### src/rtl/dsp_pkg.sv
package dsp_pkg;

  localparam int CODE_W = 7;

  typedef enum logic [1:0] {
    ST_VALID  = 2'b00,
    ST_SEQERR = 2'b01,
    ST_IRQ    = 2'b10,
    ST_NULL   = 2'b11
  } dsp_status_e;

  typedef enum logic [2:0] {
    CMD_NONE,
    CMD_NEG_BRK,
    CMD_RESET,
    CMD_FDL_ON,
    CMD_FDL_OFF
  } dsp_cmd_e;

  typedef enum logic [1:0] {
    SH_IDLE,
    SH_ARMED,
    SH_SHIFT
  } dsp_shift_e;

  localparam logic [CODE_W-1:0] CODE_NEG_BRK = 7'b0011111;
  localparam logic [CODE_W-1:0] CODE_RESET   = 7'b0011110;
  localparam logic [CODE_W-1:0] CODE_FDL_ON  = 7'b0011101;
  localparam logic [CODE_W-1:0] CODE_FDL_OFF = 7'b0011100;

  // Status priority: returned data, then sequence error, then interrupt.
  function automatic dsp_status_e pick_status(input logic full, input logic seq,
                                              input logic irq);
    if (full) return ST_VALID;
    if (seq)  return ST_SEQERR;
    if (irq)  return ST_IRQ;
    return ST_NULL;
  endfunction

  // Unlisted codes (including the no-operation code) decode to CMD_NONE.
  function automatic dsp_cmd_e decode_cmd(input logic [CODE_W-1:0] code);
    case (code)
      CODE_NEG_BRK: return CMD_NEG_BRK;
      CODE_RESET:   return CMD_RESET;
      CODE_FDL_ON:  return CMD_FDL_ON;
      CODE_FDL_OFF: return CMD_FDL_OFF;
      default:      return CMD_NONE;
    endcase
  endfunction

endpackage

### src/rtl/dsp_sclk_sync.sv
module dsp_sclk_sync #(
  parameter int STAGES = 2
) (
  input  logic clk,
  input  logic rst_n,
  input  logic sclk,
  input  logic sdi,
  output logic sclk_rise,
  output logic sdi_s
);
  logic [STAGES-1:0] sc_q;
  logic [STAGES-1:0] sd_q;
  logic              sc_prev;

  // Both lines pass through chains of equal length, so sdi_s lines up with the edge.
  always_ff @(posedge clk or negedge rst_n) begin
    if (!rst_n) begin
      sc_q    <= '0;
      sd_q    <= '0;
      sc_prev <= 1'b0;
    end else begin
      sc_q    <= {sc_q[STAGES-2:0], sclk};
      sd_q    <= {sd_q[STAGES-2:0], sdi};
      sc_prev <= sc_q[STAGES-1];
    end
  end

  assign sclk_rise = sc_q[STAGES-1] & ~sc_prev;
  assign sdi_s     = sd_q[STAGES-1];

  p_rise_single_r3: assert property (@(posedge clk) disable iff (!rst_n)
    sclk_rise |=> !sclk_rise);

endmodule

### src/rtl/dsp_frame_shifter.sv
module dsp_frame_shifter
  import dsp_pkg::*;
#(
  parameter int PAYLOAD_W = 32
) (
  input  logic                   clk,
  input  logic                   rst_n,
  input  logic                   sclk_rise,
  input  logic                   sdi_s,
  input  logic                   arm_ok,
  input  dsp_status_e            load_status,
  input  logic [PAYLOAD_W-1:0]   load_data,
  output logic                   sdo,
  output logic                   frame_done,
  output logic [PAYLOAD_W+1:0]   rx_body,
  output dsp_status_e            sent_status,
  output logic                   load_evt
);
  localparam int FRAME_W = PAYLOAD_W + 3;
  localparam int BODY_W  = FRAME_W - 1;
  localparam int CNT_W   = $clog2(FRAME_W);
  localparam logic [CNT_W-1:0] LAST = CNT_W'(FRAME_W - 1);

  dsp_shift_e          state;
  logic [BODY_W-1:0]   rx_sr;
  logic [FRAME_W-1:0]  tx_sr;
  logic [CNT_W-1:0]    bit_cnt;
  logic                start_seen;

  assign start_seen = (state == SH_ARMED) && sclk_rise && sdi_s;
  // The reply is reloaded every cycle until the start bit is taken.
  assign load_evt   = ((state == SH_IDLE) && arm_ok) ||
                      ((state == SH_ARMED) && !start_seen);

  always_ff @(posedge clk or negedge rst_n) begin
    if (!rst_n) begin
      state       <= SH_IDLE;
      rx_sr       <= '0;
      tx_sr       <= '1;
      bit_cnt     <= '0;
      frame_done  <= 1'b0;
      sent_status <= ST_NULL;
    end else begin
      frame_done <= 1'b0;
      if (load_evt) begin
        tx_sr       <= {1'b0, load_status, load_data};
        sent_status <= load_status;
      end
      case (state)
        SH_IDLE: begin
          if (arm_ok) state <= SH_ARMED;
        end
        SH_ARMED: begin
          if (start_seen) begin
            rx_sr   <= '0;
            tx_sr   <= {tx_sr[FRAME_W-2:0], 1'b1};
            bit_cnt <= CNT_W'(1);
            state   <= SH_SHIFT;
          end
        end
        SH_SHIFT: begin
          if (sclk_rise) begin
            rx_sr <= {rx_sr[BODY_W-2:0], sdi_s};
            tx_sr <= {tx_sr[FRAME_W-2:0], 1'b1};
            if (bit_cnt == LAST) begin
              state      <= SH_IDLE;
              frame_done <= 1'b1;
            end else begin
              bit_cnt <= bit_cnt + 1'b1;
            end
          end
        end
        default: state <= SH_IDLE;
      endcase
    end
  end

  assign sdo     = (state == SH_IDLE) ? 1'b1 : tx_sr[FRAME_W-1];
  assign rx_body = rx_sr;

  p_ready_low_at_start_r1: assert property (@(posedge clk) disable iff (!rst_n)
    (state == SH_SHIFT && $past(state) == SH_ARMED) |-> $past(sdo) == 1'b0);

  p_done_on_edge_r3: assert property (@(posedge clk) disable iff (!rst_n)
    frame_done |-> $past(sclk_rise));

  p_idle_after_done_r2: assert property (@(posedge clk) disable iff (!rst_n)
    frame_done |-> sdo);

endmodule

### src/rtl/dsp_frame_decode.sv
module dsp_frame_decode
  import dsp_pkg::*;
#(
  parameter int PAYLOAD_W = 32,
  parameter int TRAP_W    = 32
) (
  input  logic                  clk,
  input  logic                  rst_n,
  input  logic                  frame_done,
  input  logic [PAYLOAD_W+1:0]  rx_body,
  input  logic                  core_kind,
  output logic                  deliver_now,
  output logic                  seq_set,
  output logic                  xfer_valid,
  output logic [PAYLOAD_W-1:0]  xfer_word,
  output logic                  xfer_is_data,
  output logic [TRAP_W-1:0]     trap_en,
  output logic                  brk_negate_p,
  output logic                  core_reset_p,
  output logic                  fdl_on_p,
  output logic                  fdl_off_p
);
  logic                  mode_bit;
  logic                  ctrl_bit;
  logic [PAYLOAD_W-1:0]  payload;
  logic                  dbg_frame;
  logic                  trap_wr;
  dsp_cmd_e              cmd;

  assign mode_bit    = rx_body[PAYLOAD_W+1];
  assign ctrl_bit    = rx_body[PAYLOAD_W];
  assign payload     = rx_body[PAYLOAD_W-1:0];
  assign dbg_frame   = frame_done && !mode_bit;
  assign deliver_now = dbg_frame && (ctrl_bit == core_kind);
  assign seq_set     = dbg_frame && (ctrl_bit != core_kind);
  assign trap_wr     = frame_done && mode_bit && !ctrl_bit;
  assign cmd         = (frame_done && mode_bit && ctrl_bit)
                       ? decode_cmd(payload[PAYLOAD_W-1 -: CODE_W]) : CMD_NONE;

  always_ff @(posedge clk or negedge rst_n) begin
    if (!rst_n) begin
      xfer_valid   <= 1'b0;
      xfer_word    <= '0;
      xfer_is_data <= 1'b0;
      trap_en      <= '0;
      brk_negate_p <= 1'b0;
      core_reset_p <= 1'b0;
      fdl_on_p     <= 1'b0;
      fdl_off_p    <= 1'b0;
    end else begin
      xfer_valid   <= deliver_now;
      if (deliver_now) begin
        xfer_word    <= payload;
        xfer_is_data <= ctrl_bit;
      end
      if (trap_wr) trap_en <= payload[TRAP_W-1:0];
      brk_negate_p <= (cmd == CMD_NEG_BRK);
      core_reset_p <= (cmd == CMD_RESET);
      fdl_on_p     <= (cmd == CMD_FDL_ON);
      fdl_off_p    <= (cmd == CMD_FDL_OFF);
    end
  end

  p_cmd_onehot_r9: assert property (@(posedge clk) disable iff (!rst_n)
    $onehot0({brk_negate_p, core_reset_p, fdl_on_p, fdl_off_p}));

  p_seq_drops_word_r5: assert property (@(posedge clk) disable iff (!rst_n)
    seq_set |=> !xfer_valid);

  p_trap_only_on_write_r7: assert property (@(posedge clk) disable iff (!rst_n)
    !trap_wr |=> $stable(trap_en));

  p_pulse_single_r8: assert property (@(posedge clk) disable iff (!rst_n)
    (brk_negate_p || core_reset_p || fdl_on_p || fdl_off_p) |=>
      !(brk_negate_p || core_reset_p || fdl_on_p || fdl_off_p));

endmodule

### src/rtl/dsp_serial_port.sv
module dsp_serial_port
  import dsp_pkg::*;
#(
  parameter int PAYLOAD_W   = 32,
  parameter int TRAP_W      = 32,
  parameter int SYNC_STAGES = 2
) (
  input  logic                  clk,
  input  logic                  rst_n,
  input  logic                  dbg_sclk,
  input  logic                  dbg_sdi,
  output logic                  dbg_sdo,
  input  logic                  core_rd_req,
  input  logic                  core_rd_kind,
  input  logic                  irq_pend,
  output logic                  xfer_valid,
  output logic [PAYLOAD_W-1:0]  xfer_word,
  output logic                  xfer_is_data,
  input  logic                  core_wr_valid,
  input  logic [PAYLOAD_W-1:0]  core_wr_data,
  output logic                  core_wr_ready,
  output logic [TRAP_W-1:0]     trap_en,
  output logic                  brk_negate_p,
  output logic                  core_reset_p,
  output logic                  fdl_on_p,
  output logic                  fdl_off_p
);
  logic                  sclk_rise;
  logic                  sdi_s;
  logic                  frame_done;
  logic [PAYLOAD_W+1:0]  rx_body;
  dsp_status_e           sent_status;
  dsp_status_e           load_status;
  logic [PAYLOAD_W-1:0]  load_data;
  logic                  load_evt;
  logic                  arm_ok;
  logic                  deliver_now;
  logic                  seq_set;
  logic                  wr_accept;

  logic [PAYLOAD_W-1:0]  pdr;
  logic                  data_full;
  logic                  seq_err;
  logic                  wait_drop;

  dsp_sclk_sync #(.STAGES(SYNC_STAGES)) u_sync (
    .clk       (clk),
    .rst_n     (rst_n),
    .sclk      (dbg_sclk),
    .sdi       (dbg_sdi),
    .sclk_rise (sclk_rise),
    .sdi_s     (sdi_s)
  );

  assign load_status = pick_status(data_full, seq_err, irq_pend);
  assign load_data   = data_full ? pdr : '0;
  assign arm_ok      = core_rd_req && !wait_drop && !frame_done;

  dsp_frame_shifter #(.PAYLOAD_W(PAYLOAD_W)) u_shift (
    .clk         (clk),
    .rst_n       (rst_n),
    .sclk_rise   (sclk_rise),
    .sdi_s       (sdi_s),
    .arm_ok      (arm_ok),
    .load_status (load_status),
    .load_data   (load_data),
    .sdo         (dbg_sdo),
    .frame_done  (frame_done),
    .rx_body     (rx_body),
    .sent_status (sent_status),
    .load_evt    (load_evt)
  );

  dsp_frame_decode #(.PAYLOAD_W(PAYLOAD_W), .TRAP_W(TRAP_W)) u_dec (
    .clk          (clk),
    .rst_n        (rst_n),
    .frame_done   (frame_done),
    .rx_body      (rx_body),
    .core_kind    (core_rd_kind),
    .deliver_now  (deliver_now),
    .seq_set      (seq_set),
    .xfer_valid   (xfer_valid),
    .xfer_word    (xfer_word),
    .xfer_is_data (xfer_is_data),
    .trap_en      (trap_en),
    .brk_negate_p (brk_negate_p),
    .core_reset_p (core_reset_p),
    .fdl_on_p     (fdl_on_p),
    .fdl_off_p    (fdl_off_p)
  );

  assign core_wr_ready = !data_full;
  assign wr_accept     = core_wr_valid && !data_full;

  always_ff @(posedge clk or negedge rst_n) begin
    if (!rst_n) begin
      pdr       <= '0;
      data_full <= 1'b0;
      seq_err   <= 1'b0;
      wait_drop <= 1'b0;
    end else begin
      if (wr_accept) begin
        pdr       <= core_wr_data;
        data_full <= 1'b1;
      end else if (frame_done && sent_status == ST_VALID) begin
        data_full <= 1'b0;
      end
      if (seq_set) seq_err <= 1'b1;
      else if (frame_done && sent_status == ST_SEQERR) seq_err <= 1'b0;
      if (deliver_now) wait_drop <= 1'b1;
      else if (!core_rd_req) wait_drop <= 1'b0;
    end
  end

  p_wr_fills_r6: assert property (@(posedge clk) disable iff (!rst_n)
    (core_wr_valid && core_wr_ready) |=> !core_wr_ready);

  p_valid_first_r6: assert property (@(posedge clk) disable iff (!rst_n)
    (load_evt && data_full) |=> sent_status == ST_VALID);

  p_hold_after_xfer_r10: assert property (@(posedge clk) disable iff (!rst_n)
    xfer_valid |-> (dbg_sdo && $past(dbg_sdo)));

  p_seq_reported_r5: assert property (@(posedge clk) disable iff (!rst_n)
    (load_evt && seq_err && !data_full) |=> sent_status == ST_SEQERR);

endmodule

### config.mk
export PLATFORM = sky130hd
export DESIGN_NAME = dsp_serial_port
export DESIGN_NICKNAME = d
export VERILOG_FILES = /design/src/rtl/dsp_pkg.sv /design/src/rtl/dsp_sclk_sync.sv /design/src/rtl/dsp_frame_shifter.sv /design/src/rtl/dsp_frame_decode.sv /design/src/rtl/dsp_serial_port.sv
export SDC_FILE = /design/constraint.sdc
export NUM_CORES = 1
export LEC_CHECK = 0
export CAP_MARGIN = 20
export CORE_MARGIN = 10
export CORE_UTILIZATION = 44
export DETAILED_ROUTE_END_ITERATION = 12
export DONT_BUFFER_PORTS = 1
export HOLD_SLACK_MARGIN = 0.05
export PLACE_DENSITY = 0.7
export SYNTH_ARGS = -nofsm -noshare
export SYNTH_HDL_FRONTEND = slang
export SYNTH_SLANG_ARGS = --single-unit
export TNS_END_PERCENT = 5
### constraint.sdc
create_clock -name clk -period 1.7 [get_ports clk]
set_input_delay 0.34 -clock clk [delete_from_list [all_inputs] [get_ports clk]]
set_output_delay 0.34 -clock clk [all_outputs]
set_load 0.01 [all_outputs]
==> flow_metrics.tcl <==
set metrics [dict create \
    setup_violations 14 \
    finalWorstSetupSlack_ps -94.5 \
    violations "negative hold slack, negative setup slack" \
    cts_hold_buf 35 \
    antenna_found_initial 1 \
    cellLeakagePower_nw 4.36 \
    vias_per_cell 5.36 \
    min_period_ps 1790 \
    dp_hpwl_mm 11.7 \
    placement.io_buffers 0 \
    powerDensity_mw_per_mm2 1400 \
    routed-via-count 5736 \
    core_mm2 0.0180 \
    clockRootBuffer "clkbuf_16" \
    grt_use_total_pct 15.3 \
    synth-compound-area-share_pct 9.41 \
    h-tree-depth 4 \
    crit_type "reg -> reg" \
    row_count 49 \
    synthMuxAreaShare_pct 9.44 \
    yosysUniqueCellTypes 48 \
    r2r_cells 10 \
    nNetsFinal 874 \
    clockBufferDepth 2 \
    synth_xor_area_share_pct 0.108 \
    synth-edff-count 0 \
    cts_buffers 17 \
    io_pins 112 \
    finalHoldViolations 190 \
    period_share_pct 106 \
    final_util_pct 53.3 \
    yosysWarnings 0 \
    synth_fa_ha_area_share_pct 0.929 \
    synth_seq_area_share_pct 59.4 \
    grt-ovfl-total 0 \
    hold_class "in -> async" \
    synth_area_mm2 0.00808 \
    drcViolationCount 0 \
    cp.required_ps 2040 \
    cts.sinks 190 \
    syn_to_final_growth_pct 18.8 \
    ir_drop_v 0.000898 \
    fmax_mhz 557 \
    ff2ff_setup_slack_ps -90 \
    critPathTopFamily "buffers and inverters" \
    outcome "complete, but fails checks" \
    r2r-end "u_shift.rx_body[23]" \
    syn_nets 824 \
    drive_gt1_share_pct 23.5 \
    rsz0062_at_grt "true" \
    die_area_mm2 0.0242 \
    cpPeakStageDelay_ps 400 \
    avgRoutedWirePerCell_um 17.3 \
    worstSkewPairLatency_ps 440 \
    crit_path_start_kind "flop" \
    syn_avg_cell_area_um2 10.4 \
    ant_nets 0 \
    grt_pass1_wl_mm 30.0 \
    slew_viol_final 0 \
    syn_inst 778 \
    crit_top_cell "buf_6" \
    fin_worst_hold_slack_ps -394 \
    grt_pass1_vias 5658 \
    crit_path_end_kind "flop" \
    worstMarginPinSlew_ps 389 \
    place.gp.congestion 0.802 \
    finClkSkew_ps 13.0 \
    die_height_um 156 \
    crit_buf_inv 4 \
    synth_seq_cells 190 \
    cp_max_fo 9 \
    critPathSlowestCell "dfrtp_1" \
    synth_ff_type "dfrtp_1" \
    arrival_ps 2140 \
    synthArstFlopShare_pct 100 \
    cts_tree "done" \
    p_total_mw 13.4 \
    relSlewSlack_pct 74.0 \
    drt_iter0_markers 399 \
    path_cells "inv_2, buf_6, ha_4, nor2b_4, nor2_2, o21ai_4, buf_6, buf_16, nand2_1, o21ai_1" \
    synth-simple-area-share_pct 17.2 \
    clkTransAtPathRegs_ps 70 \
    first_pass_iters 5 \
    maxCapViolCount 0 \
    grt_max_degree 191 \
    synth_top_family_by_area "simple AND/OR/NAND/NOR gates" \
    regToRegStartpoint "u_shift.state[1]" \
    initial_core_util_pct 44.8 \
    die_x_um 156 \
    drt-total-wl_mm 18.5 \
]
final cells by class:
cell class                 instances  area, µm²
tap                              229        287
timing repair buffer              77        815
fill                            1532       8430
multi-input combinational        531       3080
sequential                       190       4800
antenna                            1       2.50
clock inverter                    15        149
inverter                          11       41.3
clock buffer                      17        425
cell usage in the layout, fill, tap and decap left out, types with 6 or more instances in the layout:
| master | instances |
|---|---|
| nand3_1 | 36 |
| nand2_1 | 242 |
| o21ai_0 | 27 |
| dlygate4sd3_1 | 35 |
| inv_1 | 8 |
| a31oi_1 | 26 |
| dfstp_2 | 37 |
| buf_12 | 6 |
| o22ai_1 | 7 |
| dfrtp_1 | 153 |
| o21ai_1 | 42 |
| clkbuf_16 | 19 |
| buf_4 | 28 |
| a21oi_1 | 12 |
| mux2_2 | 65 |
worst max-delay path by stage:
stage	slack [ps]	to	from	depth (start not counted)
2_1_floorplan	20	u_shift.bit_cnt[3]	u_shift.state[1]	8
3_3_place_gp	-40	u_shift.bit_cnt[2]	u_shift.state[1]	6
3_5_place_dp	-130	u_shift.rx_body[4]	u_shift.state[1]	7
4_1_cts	-30	u_shift.rx_body[24]	u_shift.state[1]	10
5_1_grt	-150	u_shift.rx_body[23]	u_shift.state[1]	10
6_report	-90	u_shift.rx_body[23]	u_shift.state[1]	10
per-layer routing:
metal	vias up	part of all wire (%)	global-route usage, %
li1	2738	-	-
met4	0	1.9	5.48
met1	2865	43	19.4
met5	-	0	0
met2	111	50	24.7
met3	22	5.0	4.08
synth_stat cells, types with 3 or more instances:
cell / n / area [µm²]
nand2_1: 242 / 908
dfrtp_1: 153 / 3830
mux2_2: 65 / 732
o21ai_0: 48 / 240
dfstp_2: 37 / 972
nand3_1: 37 / 185
a31oi_1: 26 / 163
buf_2: 22 / 110
o21ai_1: 21 / 105
clkbuf_1: 13 / 48.8
a21oi_1: 12 / 60.1
inv_1: 10 / 37.5
buf_4: 8 / 60.1
nor3_1: 7 / 35.0
o22ai_1: 7 / 43.8
ha_1: 6 / 75.1
nor2_1: 6 / 22.5
a32oi_1: 5 / 43.8
and3_1: 5 / 31.3
nor2b_1: 5 / 31.3
and2_1: 4 / 25.0
nand2b_1: 4 / 25.0
a22o_1: 3 / 26.3
through the flow:
stage,cell area (µm²),std cells,hold WS (ps),worst slack (ps),setup TNS [ps]
after floorplan,8090,778,44.4,18.1,0
after global placement,8500,996,55.9,-43.2,-304
after detailed placement,8500,996,55.1,-133,-5120
after CTS,9510,1067,-412,-33.6,-463
after global routing,9600,1071,-413,-153,-5330
final,9600,1071,-394,-94.5,-280
sequential cells by signal (all words and copies together) (netlist names), 2 cells and up:
register and flops:
u_shift.sent_status 2, u_dec.trap_en 32, u_sync.sd_q 2, u_shift.rx_body 34, u_shift.bit_cnt 6, pdr 32, u_shift.state 2, u_shift.tx_sr 35
u_dec.xfer_word 32, u_sync.sc_q 2
power by group:
group / switching (mW) / internal, mW / total [mW]
clock: 1.88 / 1.95 / 3.84
sequential: 0.407 / 5.27 / 5.68
combinational: 2.18 / 1.74 / 3.92
repair_timing:
item,in CTS,in global routing
gates cloned,1,2
hold endpoints to repair,225,190
pin swaps,2,5
resized for setup,12,29
endpoints found under the setup margin,77,77
setup buffers,4,2
cell families (layout without fill, tap and decap cells):
group | count (synthesis) | in the layout
AO/OA/AOI/OAI | 131 | 131
XOR/XNOR | 1 | 1
adder cells (fa/ha/maj) | 6 | 6
buffers and inverters | 57 | 120
flip-flops | 190 | 190
multiplexers | 68 | 68
other | 0 | 1
AND/OR/NAND/NOR | 325 | 325
Note: power is estimated with default switching activity, not from simulation.
